### src/rtl/sgdma_pkg.sv
package sgdma_pkg;
   // Descriptor geometry; the flag positions are decoded by the channel.
   localparam int unsigned DESC_BYTES = 8;
   localparam int unsigned PTR_OFFSET = 4;
   localparam int unsigned WORD_BYTES = 4;
   localparam int unsigned FLAG_VALID = 0;
   localparam int unsigned FLAG_LAST  = 1;
   localparam int unsigned FLAG_XFER  = 5;
   localparam int unsigned LEN_LSB    = 16;

   typedef enum logic [2:0] {
      ST_IDLE,
      ST_HDR_REQ,
      ST_HDR_WAIT,
      ST_PTR_REQ,
      ST_PTR_WAIT,
      ST_DECIDE,
      ST_MOVE,
      ST_FAULT
   } sg_state_e;
endpackage

### src/rtl/sgdma_hdr_decode.sv
module sgdma_hdr_decode
   import sgdma_pkg::*;
#(
   parameter int CNT_W = 16,
   localparam int WRD_W = CNT_W - 2
) (
   input  logic [31:0]      hdr_i,
   output logic             ok_o,
   output logic             xfer_o,
   output logic             tail_o,
   output logic [WRD_W-1:0] words_o
);
   generate
      if (CNT_W < 3 || CNT_W > 16) begin : g_bad_cnt
         $error("sgdma_hdr_decode: CNT_W must lie in 3..16");
      end
   endgenerate

   assign ok_o    = hdr_i[FLAG_VALID];
   assign xfer_o  = hdr_i[FLAG_XFER];
   assign tail_o  = hdr_i[FLAG_LAST];
   // Count bits 1:0 are dropped: transfers are whole words.
   assign words_o = hdr_i[LEN_LSB+2 +: WRD_W];

   logic unused_hdr_bits;
   assign unused_hdr_bits = ^{hdr_i[LEN_LSB+1:6], hdr_i[4:2]};
endmodule

### src/rtl/sgdma_row_track.sv
module sgdma_row_track #(
   parameter int ROW_W  = 16,
   parameter bit ENABLE = 1'b1
) (
   input  logic             clk_i,
   input  logic             rst_ni,
   input  logic             clear_i,
   input  logic             beat_i,
   input  logic [ROW_W-1:0] row_len_i,
   output logic             row_end_o
);
   generate
      if (ROW_W < 3) begin : g_bad_row
         $error("sgdma_row_track: ROW_W must be at least 3");
      end

      if (ENABLE) begin : g_on
         logic [ROW_W-1:0] len_q;
         logic [ROW_W:0]   acc_q;
         logic [ROW_W:0]   acc_nx;
         logic             hit;
         logic             end_q;

         assign acc_nx = acc_q + (ROW_W+1)'(4);
         assign hit    = (len_q != '0) && (acc_nx >= {1'b0, len_q});

         always_ff @(posedge clk_i or negedge rst_ni) begin
            if (!rst_ni) begin
               len_q <= '0;
               acc_q <= '0;
               end_q <= 1'b0;
            end else if (clear_i) begin
               len_q <= row_len_i;
               acc_q <= '0;
               end_q <= 1'b0;
            end else begin
               end_q <= beat_i && hit;
               if (beat_i) acc_q <= hit ? '0 : acc_nx;
            end
         end

         assign row_end_o = end_q;

         // the byte accumulator never reaches the captured row length
         p_row_bound_r9: assert property (@(posedge clk_i) disable iff (!rst_ni)
            (len_q != '0) |-> (acc_q < {1'b0, len_q}));
      end else begin : g_off
         logic unused_row;
         assign unused_row = ^{clk_i, rst_ni, clear_i, beat_i, row_len_i};
         assign row_end_o  = 1'b0;
      end
   endgenerate
endmodule

### src/rtl/sgdma_channel.sv
module sgdma_channel
   import sgdma_pkg::*;
#(
   parameter int ADDR_W    = 32,
   parameter int DATA_W    = 32,
   parameter int CNT_W     = 16,
   parameter int ROW_W     = 16,
   parameter bit ROW_TRACK = 1'b1
) (
   input  logic              clk_i,
   input  logic              rst_ni,
   input  logic              enable_i,
   input  logic [ADDR_W-1:0] list_addr_i,
   input  logic [ROW_W-1:0]  row_len_i,
   output logic              mem_req_o,
   output logic              mem_we_o,
   output logic [ADDR_W-1:0] mem_addr_o,
   output logic [DATA_W-1:0] mem_wdata_o,
   input  logic              mem_gnt_i,
   input  logic              mem_rvalid_i,
   input  logic [DATA_W-1:0] mem_rdata_i,
   input  logic              src_valid_i,
   input  logic [DATA_W-1:0] src_data_i,
   output logic              src_ready_o,
   output logic              busy_o,
   output logic              done_o,
   output logic              error_o,
   output logic              row_end_o
);
   localparam int WRD_W = CNT_W - 2;
   localparam logic [ADDR_W-1:0] STEP_DESC = ADDR_W'(DESC_BYTES);
   localparam logic [ADDR_W-1:0] STEP_WORD = ADDR_W'(WORD_BYTES);
   localparam logic [ADDR_W-1:0] OFS_PTR   = ADDR_W'(PTR_OFFSET);

   generate
      if (DATA_W != 32) begin : g_bad_dw
         $error("sgdma_channel: descriptor words require DATA_W == 32");
      end
      if (ADDR_W < 4 || ADDR_W > DATA_W) begin : g_bad_aw
         $error("sgdma_channel: ADDR_W must lie in 4..DATA_W");
      end
   endgenerate

   sg_state_e         st_q;
   logic              en_q;
   logic              done_q;
   logic [ADDR_W-1:0] dptr_q;
   logic [ADDR_W-1:0] bptr_q;
   logic [WRD_W-1:0]  left_q;
   logic [DATA_W-1:0] hdr_q;

   logic             hdr_ok;
   logic             hdr_xfer;
   logic             hdr_tail;
   logic [WRD_W-1:0] hdr_words;
   logic             beat;
   logic             start;

   sgdma_hdr_decode #(.CNT_W(CNT_W)) u_decode (
      .hdr_i   (hdr_q),
      .ok_o    (hdr_ok),
      .xfer_o  (hdr_xfer),
      .tail_o  (hdr_tail),
      .words_o (hdr_words)
   );

   // Request side: everything is gated by enable so a halt is immediate.
   always_comb begin
      mem_req_o  = 1'b0;
      mem_we_o   = (st_q == ST_MOVE);
      mem_addr_o = dptr_q;
      unique case (st_q)
         ST_PTR_REQ: mem_addr_o = dptr_q + OFS_PTR;
         ST_MOVE:    mem_addr_o = bptr_q;
         default:    mem_addr_o = dptr_q;
      endcase
      if (enable_i) begin
         unique case (st_q)
            ST_HDR_REQ, ST_PTR_REQ: mem_req_o = 1'b1;
            ST_MOVE:                mem_req_o = src_valid_i;
            default:                mem_req_o = 1'b0;
         endcase
      end
   end

   assign beat        = mem_req_o && mem_we_o && mem_gnt_i;
   assign src_ready_o = beat;
   assign mem_wdata_o = src_data_i;
   assign start       = enable_i && !en_q && (st_q == ST_IDLE);

   always_ff @(posedge clk_i or negedge rst_ni) begin
      if (!rst_ni) begin
         st_q   <= ST_IDLE;
         en_q   <= 1'b0;
         done_q <= 1'b0;
         dptr_q <= '0;
         bptr_q <= '0;
         left_q <= '0;
         hdr_q  <= '0;
      end else begin
         en_q   <= enable_i;
         done_q <= 1'b0;
         if (!enable_i) begin
            st_q <= ST_IDLE;
         end else begin
            unique case (st_q)
               ST_IDLE: if (start) begin
                  dptr_q <= list_addr_i;
                  st_q   <= ST_HDR_REQ;
               end
               ST_HDR_REQ:  if (mem_gnt_i) st_q <= ST_HDR_WAIT;
               ST_HDR_WAIT: if (mem_rvalid_i) begin
                  hdr_q <= mem_rdata_i;
                  st_q  <= ST_PTR_REQ;
               end
               ST_PTR_REQ:  if (mem_gnt_i) st_q <= ST_PTR_WAIT;
               ST_PTR_WAIT: if (mem_rvalid_i) begin
                  bptr_q <= mem_rdata_i[ADDR_W-1:0];
                  st_q   <= ST_DECIDE;
               end
               ST_DECIDE: begin
                  if (!hdr_ok) begin
                     st_q <= ST_FAULT;
                  end else if (!hdr_xfer || hdr_words == '0) begin
                     if (hdr_tail) begin
                        done_q <= 1'b1;
                        st_q   <= ST_IDLE;
                     end else begin
                        dptr_q <= dptr_q + STEP_DESC;
                        st_q   <= ST_HDR_REQ;
                     end
                  end else begin
                     left_q <= hdr_words;
                     st_q   <= ST_MOVE;
                  end
               end
               ST_MOVE: if (beat) begin
                  bptr_q <= bptr_q + STEP_WORD;
                  left_q <= left_q - WRD_W'(1);
                  if (left_q == WRD_W'(1)) begin
                     if (hdr_tail) begin
                        done_q <= 1'b1;
                        st_q   <= ST_IDLE;
                     end else begin
                        dptr_q <= dptr_q + STEP_DESC;
                        st_q   <= ST_HDR_REQ;
                     end
                  end
               end
               ST_FAULT: st_q <= ST_FAULT;
               default:  st_q <= ST_IDLE;
            endcase
         end
      end
   end

   assign busy_o  = (st_q != ST_IDLE);
   assign error_o = (st_q == ST_FAULT);
   assign done_o  = done_q;

   sgdma_row_track #(.ROW_W(ROW_W), .ENABLE(ROW_TRACK)) u_rows (
      .clk_i     (clk_i),
      .rst_ni    (rst_ni),
      .clear_i   (start),
      .beat_i    (beat),
      .row_len_i (row_len_i),
      .row_end_o (row_end_o)
   );

   // done lasts a single cycle
   p_done_pulse_r4: assert property (@(posedge clk_i) disable iff (!rst_ni)
      done_o |=> !done_o);
   // done coincides with the channel being idle
   p_done_idle_r4: assert property (@(posedge clk_i) disable iff (!rst_ni)
      done_o |-> !busy_o);
   // an ungranted read keeps its request and address
   p_read_hold_r8: assert property (@(posedge clk_i) disable iff (!rst_ni || !enable_i)
      (mem_req_o && !mem_we_o && !mem_gnt_i) |=> (mem_req_o && !mem_we_o && $stable(mem_addr_o)));
   // a faulted channel is silent on both sides
   p_fault_quiet_r6: assert property (@(posedge clk_i) disable iff (!rst_ni)
      error_o |-> (!mem_req_o && !src_ready_o));
   // no traffic while halted
   p_halt_quiet_r7: assert property (@(posedge clk_i) disable iff (!rst_ni)
      !enable_i |-> (!mem_req_o && !src_ready_o));
   // a stream word is taken only with a granted write
   p_take_on_write_r3: assert property (@(posedge clk_i) disable iff (!rst_ni)
      src_ready_o |-> (mem_req_o && mem_we_o && mem_gnt_i && src_valid_i));
endmodule

### config.mk
export PLATFORM = sky130hd
export DESIGN_NAME = sgdma_channel
export DESIGN_NICKNAME = d
export VERILOG_FILES = /design/src/rtl/sgdma_pkg.sv /design/src/rtl/sgdma_hdr_decode.sv /design/src/rtl/sgdma_row_track.sv /design/src/rtl/sgdma_channel.sv
export SDC_FILE = /design/constraint.sdc
export NUM_CORES = 1
export LEC_CHECK = 0
export CORE_ASPECT_RATIO = 0.9
export CORE_UTILIZATION = 45
export CTS_BUF_LIST = sky130_fd_sc_hd__clkbuf_2 sky130_fd_sc_hd__clkbuf_4 sky130_fd_sc_hd__clkbuf_8
export CTS_CLUSTER_SIZE = 12
export DETAILED_ROUTE_END_ITERATION = 8
export DONT_BUFFER_PORTS = 1
export GPL_ROUTABILITY_DRIVEN = 0
export PLACE_DENSITY = 0.67
export SYNTH_ARGS = -nofsm -noshare
export SYNTH_HDL_FRONTEND = slang
export SYNTH_SLANG_ARGS = --single-unit
### constraint.sdc
create_clock -name clk_i -period 3.6 [get_ports clk_i]
set_clock_uncertainty 0.15 [all_clocks]
set_input_delay 0.18 -clock clk_i [delete_from_list [all_inputs] [get_ports clk_i]]
set_output_delay 0.18 -clock clk_i [all_outputs]
set_load 0.01 [all_outputs]
* Yosys cells after proc, flatten, opt, wreduce, memory -nomap -nowiden
Index checks and enable logic that the tools add are counted.
Word-level totals: output and inout port bits 71, flip-flop bits (word level) 149, logic and storage cells 101, bits of input ports 118
Operators by class: magnitude comparators 1, reductions and logical operators 23, equal/unequal tests 22, add/subtract/negate cells 5, mux-type cells 40
Operators by type and width (count):
- 32-bit 2-to-1 mux | 8
- 32-bit one-hot mux with 2 select lines | 2
- 32-bit one-hot mux with 3 select lines | 1
- 32-bit by 3-bit adder with 32-bit output, second input constant | 2
- 17-bit 2-to-1 mux | 3
- 14-bit 2-to-1 mux | 3
- 32-bit by 4-bit adder with 32-bit output, second input constant | 1
- 3-bit 2-to-1 mux | 10
- 14-bit one-hot mux with 2 select lines | 1
- 3-bit one-hot mux with 8 select lines | 1
- 17-bit by 3-bit adder with 17-bit output, second input constant | 1
- 17-bit by 16-bit >= comparator with 1-bit output | 1
- 16-bit nonzero test | 1
- 3-bit != test, second input constant | 5
- 14-bit by 1-bit == test with 1-bit output, second input constant | 1
- 14-bit logical NOT | 1
- 7-bit AND reduction | 2
- 14-bit by 1-bit subtractor with 14-bit output, second input constant | 1
- 3-bit == test, second input constant | 4
- 2-bit != test, second input constant | 5
- 1-bit 2-to-1 mux | 9
- 3-bit by 2-bit == test with 1-bit output, second input constant | 2
- 1-bit logical AND | 6
- 3-bit by 2-bit != test with 1-bit output, second input constant | 2
- other kinds (12) | 18

* Depth between registers and ports, before layout
word-level depth 9, depth in mapped cells 14

* Hierarchy
From an unflattened synthesis, not the netlist that was laid out.
Unflattened totals: cell total of the unflattened synthesis 1157, area total of the unflattened synthesis 9983.3 µm²
Modules (own cells, without submodules):
- sgdma_channel | cells an instance 943, instances 1, area each 7936.4 µm², seq. area each 2877.8 µm²
- sgdma_row_track | cells an instance 197, instances 1, area each 1919.3 µm², seq. area each 800.8 µm²
- sgdma_hdr_decode | cells an instance 17, instances 1, area each 127.6 µm², seq. area each 0.0 µm²

* Worst setup path before layout
No wires, ideal clock.
path kind register to register, start point reg u_rows.g_on.acc_q[4], end point reg u_rows.g_on.acc_q[2], required time 3316 ps, stages on the path, launching flop included 15, library setup time 134 ps, path slack 129 ps, data arrival time 3187 ps, clock period less this slack 3471 ps, cells stage by stage dfrtp_1 > clkbuf_1 > and3_1 > clkbuf_1 > nand4_1 > nor2_1 > xor2_1 > ha_1 > nand3_1 > or3_1 > o31ai_1 > nor3_1 > o21ai_0 > clkbuf_1 > a21oi_1
Between the ends: cells in the longest elaborated chain, start to end 6
RTL lines:
- start, declared | RTL line sgdma_row_track.sv:19 | logic [ROW_W:0] acc_q;
- start signal, assigned | RTL line sgdma_row_track.sv:38 | if (beat_i) acc_q <= hit ? '0 : acc_nx;
- 17-bit by 3-bit adder with 17-bit output | RTL line sgdma_row_track.sv:24 | assign acc_nx = acc_q + (ROW_W+1)'(4);
- 17-bit by 16-bit >= comparator with 1-bit output | RTL line sgdma_row_track.sv:25 | assign hit = (len_q != '0) && (acc_nx >= {1'b0, len_q});
- 1-bit logical AND | RTL line sgdma_row_track.sv:25
- 17-bit 2-to-1 mux (2 in a row) | RTL line sgdma_row_track.sv:38
- 17-bit 2-to-1 mux | RTL line sgdma_row_track.sv:32 | end else if (clear_i) begin
No other way between the ends. The select of a mux whose other input is x is not followed. A chain may end at the register's enable or synchronous reset.

* Worst setup path in the final report
start point reg st_q[0], end point out mem_addr_o[13]
Between the ends: cells in the longest elaborated chain, start to end 2, elaborated cells between the ends (all ways) 3
RTL lines:
- start, declared | RTL line sgdma_channel.sv:44 | sg_state_e st_q;
- start signal, assigned | RTL line sgdma_channel.sv:93 | st_q <= ST_IDLE;
- start signal, assigned | RTL line sgdma_channel.sv:104 | st_q <= ST_IDLE;
- start signal, assigned | RTL line sgdma_channel.sv:109 | st_q <= ST_HDR_REQ;
- 3-bit == test / 3-bit by 2-bit == test with 1-bit output (equally long branches) | RTL line sgdma_channel.sv:72 | unique case (st_q)
- 32-bit one-hot mux with 2 select lines (*) | RTL line sgdma_channel.sv:72
- end, declared | RTL line sgdma_channel.sv:17 | output logic [ADDR_W-1:0] mem_addr_o,
Mark *: on every way between the ends. The rest lies on a longest branch, timed or not.

==> results.md <==
* Status: finished clean
* Num CTS Buffers at 17
* Post-synth top cells: nand2_1, dfrtp_1, a21oi_1
* Count leader, synth: nand2_1
* Share of layout cells above drive strength 1 at 10.93%
* Synthesis-stage register bit count at 132
* Hold Path Stages at 4
* Antenna Violating Nets Remaining at 0
* Top cell type's share of synthesized area at 36.38%
* Reg clk slew, reported paths at 80 ps
* Area leader, netlist: dfrtp_1
* Largest cells by area after synthesis: dfrtp_1, nand2_1, a21oi_1
* Post-Synthesis Cells at 1113
* Hold Path Class: in -> reg
* Worst-Margin Slew at 776.5 ps
* Die Footprint at 20750 um^2
* Cells on worst reg2reg path at 13
* P_sw at 2.738 mW
* Core Area at 19460 um^2
* Switching Share at 41.73%
* Residual DRC at 0
* Seq pwr share at 42.1%
* Worst slack, placed at 309.5 ps
* Crit path launch type: flip-flop
* Net Count, Synth at 1251
* Register area at 3303 um^2
* Final setup vio count at 0
* Via count at 8868
* DR WL/cell at 20.12 um
* Worst hold start: enable_i
* Worst Path Arrival at 3080 ps
* Initial antenna violation count at 0
* Min cycle time layout at 3413 ps
* Unrepaired setup endpoints after global routing: no
* Combinational share of power at 38.2%
* Total Routing Usage GR at 28.49%
* Worst-case clock buffer depth at 2
* Post-synth EDFFs at 0
* # clock sinks at 132
* Hold Path End: left_q[9]$_DFFE_PN0P_
* Worst EP required at 3270 ps
* Slew headroom at 47.84%
* First-pass GRT wire length at 45.63 mm
* Clk pwr share at 19.6%
* Htree depth at 4
* Max_cap viols at 0
* Endpoint class of the critical path: output pin
* Endpoints failing hold at 0
* Share of synthesized registers carrying an async set or reset at 100.0%
* CP Max Fanout at 14
* Cell Area, Synth at 9079 um^2
* Via-to-Cell Ratio at 6.321
* Ports at 189
* Nets at 1283
* Vias in the first global route at 8326
* Main synth FF type: dfrtp_1
* GRT Residual Overflow at 0
* First-pass iteration count of the detailed router at 6
* DRT iter0 DRCs at 896
* Clk root buf: clkbuf_8
* Sequential element share of the synthesized area at 36.38%
* Power Internal at 3.822 mW
* Postcts setup bufs at 0
* Final WL at 28.23 mm
* FF-to-FF setup slack at 290 ps
* Leak pwr at 4.146 nW
* Setup ws final at 187.1 ps
* Reg2reg end: u_rows.g_on.acc_q[4]$_DFFE_PN0P_
* Setup Crit Path Kind: reg -> out
* # diodes at 0
* Slew Viols, Final at 0
* Layout area overhead at 14.40%
* Largest net degree at the start of global routing at 133
* Input/output buffers at 0
* Detailed placement HPWL at 19.67 mm
* Post-synth cell types at 72
* Tcrit/Tclk final at 94.80%
* FMAX at 293.0 MHz
* Setup tns final at 0 ps
* Multi-input gate area at 5164 um^2
* Die width at 151.7 um
* Yosys warnings at 0
* Cell Pwr Density at 631.6 nW/um^2
* Mapped Avg Cell Area at 8.157 um^2
* Die height at 136.8 um
* CTS tree: yes
* Initial Utilization at 46.66%
* Clock latency at the later pin of the worst-skew pair at 460 ps
* Worst VDD drop at 0.3675 mV
* Reg-to-Reg Start: u_rows.g_on.acc_q[2]$_DFFE_PN0P_
* Num rows at 48
* Fill cell count at 1833
-- area by class of cell --
type | count | area share (%)
multi-input cells | 847 | 49.72
flip-flops and latches | 132 | 31.80
repair buffers | 114 | 10.58
well taps | 250 | 3.012
clock buffers | 23 | 2.988
inverters | 33 | 1.193
clock inverters | 4 | 0.7108
-- cell families (layout without fill, tap and decap cells) --
kind of cell             Yosys count  count (layout)  share of synthesized area [%]
buffers and inverters            134             174                          7.208
XOR/XNOR                          13              13                          1.254
adder cells (fa/ha/maj)           20              20                          2.756
AND/OR/NAND/NOR                  414             414                          22.13
multiplexers                      39              39                          4.796
flip-flops                       132             132                          36.38
AO/OA/AOI/OAI                    361             361                          25.47
-- routing by layer --
metal / up-vias / track usage (%) / wire length (um)
met5: - / 0 / 0
li1: 4152 / - / -
met2: 386 / 41.09 / 12060
met3: 61 / 6.667 / 2411
met4: 0 / 8.636 / 631
met1: 4269 / 41.83 / 13130
-- sequential cells by signal (all words and copies together) (netlist names) --
signal	cells
bptr_q	32
done_o	1
dptr_q	32
en_q	1
hdr_q	17
left_q	14
st_q	3
u_rows.g_on.acc_q	15
u_rows.g_on.len_q	16
u_rows.row_end_o	1
-- power by group through the flow --
stage,Sequential [mW],Combinational (mW),Clock (mW)
2_1_floorplan,2.45,2.01,0
3_3_place_gp,2.73,2.29,0
3_5_place_dp,2.75,2.34,0
4_1_cts,2.73,2.47,1.31
5_1_grt,2.85,2.77,1.36
6_report,2.76,2.51,1.29
-- worst max-delay path, cell delays in order, from the launching register on --
cell and delay, ps:
dfrtp_1 650, nand2b_1 260, nor2_1 440, nand2_1 460, o311ai_0 590, buf_4 210
-- per-stage QoR --
step | hold slack, ps | instances | util [%] | power (mW) | instance area [um^2]
after global routing | 83.71 | 1403 | 53.38 | 6.979 | 10390
after CTS | 49.27 | 1403 | 53.30 | 6.510 | 10370
final | 70.40 | 1403 | 53.38 | 6.560 | 10390
after global placement | -256.6 | 1291 | 46.86 | 5.029 | 9119
after detailed placement | -256.2 | 1291 | 46.86 | 5.099 | 9119
after floorplan | -265.6 | 1113 | - | 4.459 | 9079
-- how the worst max path moves through the flow --
stage	slack (ps)	from	depth (start not counted)	endpoint
after CTS	150	dptr_q[3]$_DFFE_PN0P_	7	mem_addr_o[21]
after global placement	400	u_rows.g_on.acc_q[2]$_DFFE_PN0P_	13	u_rows.g_on.acc_q[4]$_DFFE_PN0P_
after floorplan	130	u_rows.g_on.acc_q[4]$_DFFE_PN0P_	14	u_rows.g_on.acc_q[2]$_DFFE_PN0P_
after global routing	6	dptr_q[3]$_DFFE_PN0P_	8	mem_addr_o[29]
final	190	st_q[0]$_DFFE_PN0P_	5	mem_addr_o[13]
after detailed placement	310	u_rows.g_on.acc_q[2]$_DFFE_PN0P_	13	u_rows.g_on.acc_q[4]$_DFFE_PN0P_
-- cell usage in the layout, fill, tap and decap left out, drive strengths merged, types with 9 or more instances in the layout --
cell	count
dfrtp	132
nand3	60
a21oi	110
o211ai	9
buf	30
clkbuf	23
o22ai	29
nor4	20
nand2	144
and3	19
nor2	73
inv	33
dlygate4sd3	84
o31ai	11
a2bb2oi	11
or3	14
o21ai	101
ha	20
and2	11
a22oi	9
nor3	24
mux2	36
nand4	19
a31oi	10
-- what timing repair did --
item                                    in CTS  in global routing
hold buffers                                85                  0
endpoints found under the hold margin      234                  0
resized for setup                            0                  4
endpoints found under the setup margin       0                 14
(Power assumes the default switching activity.)
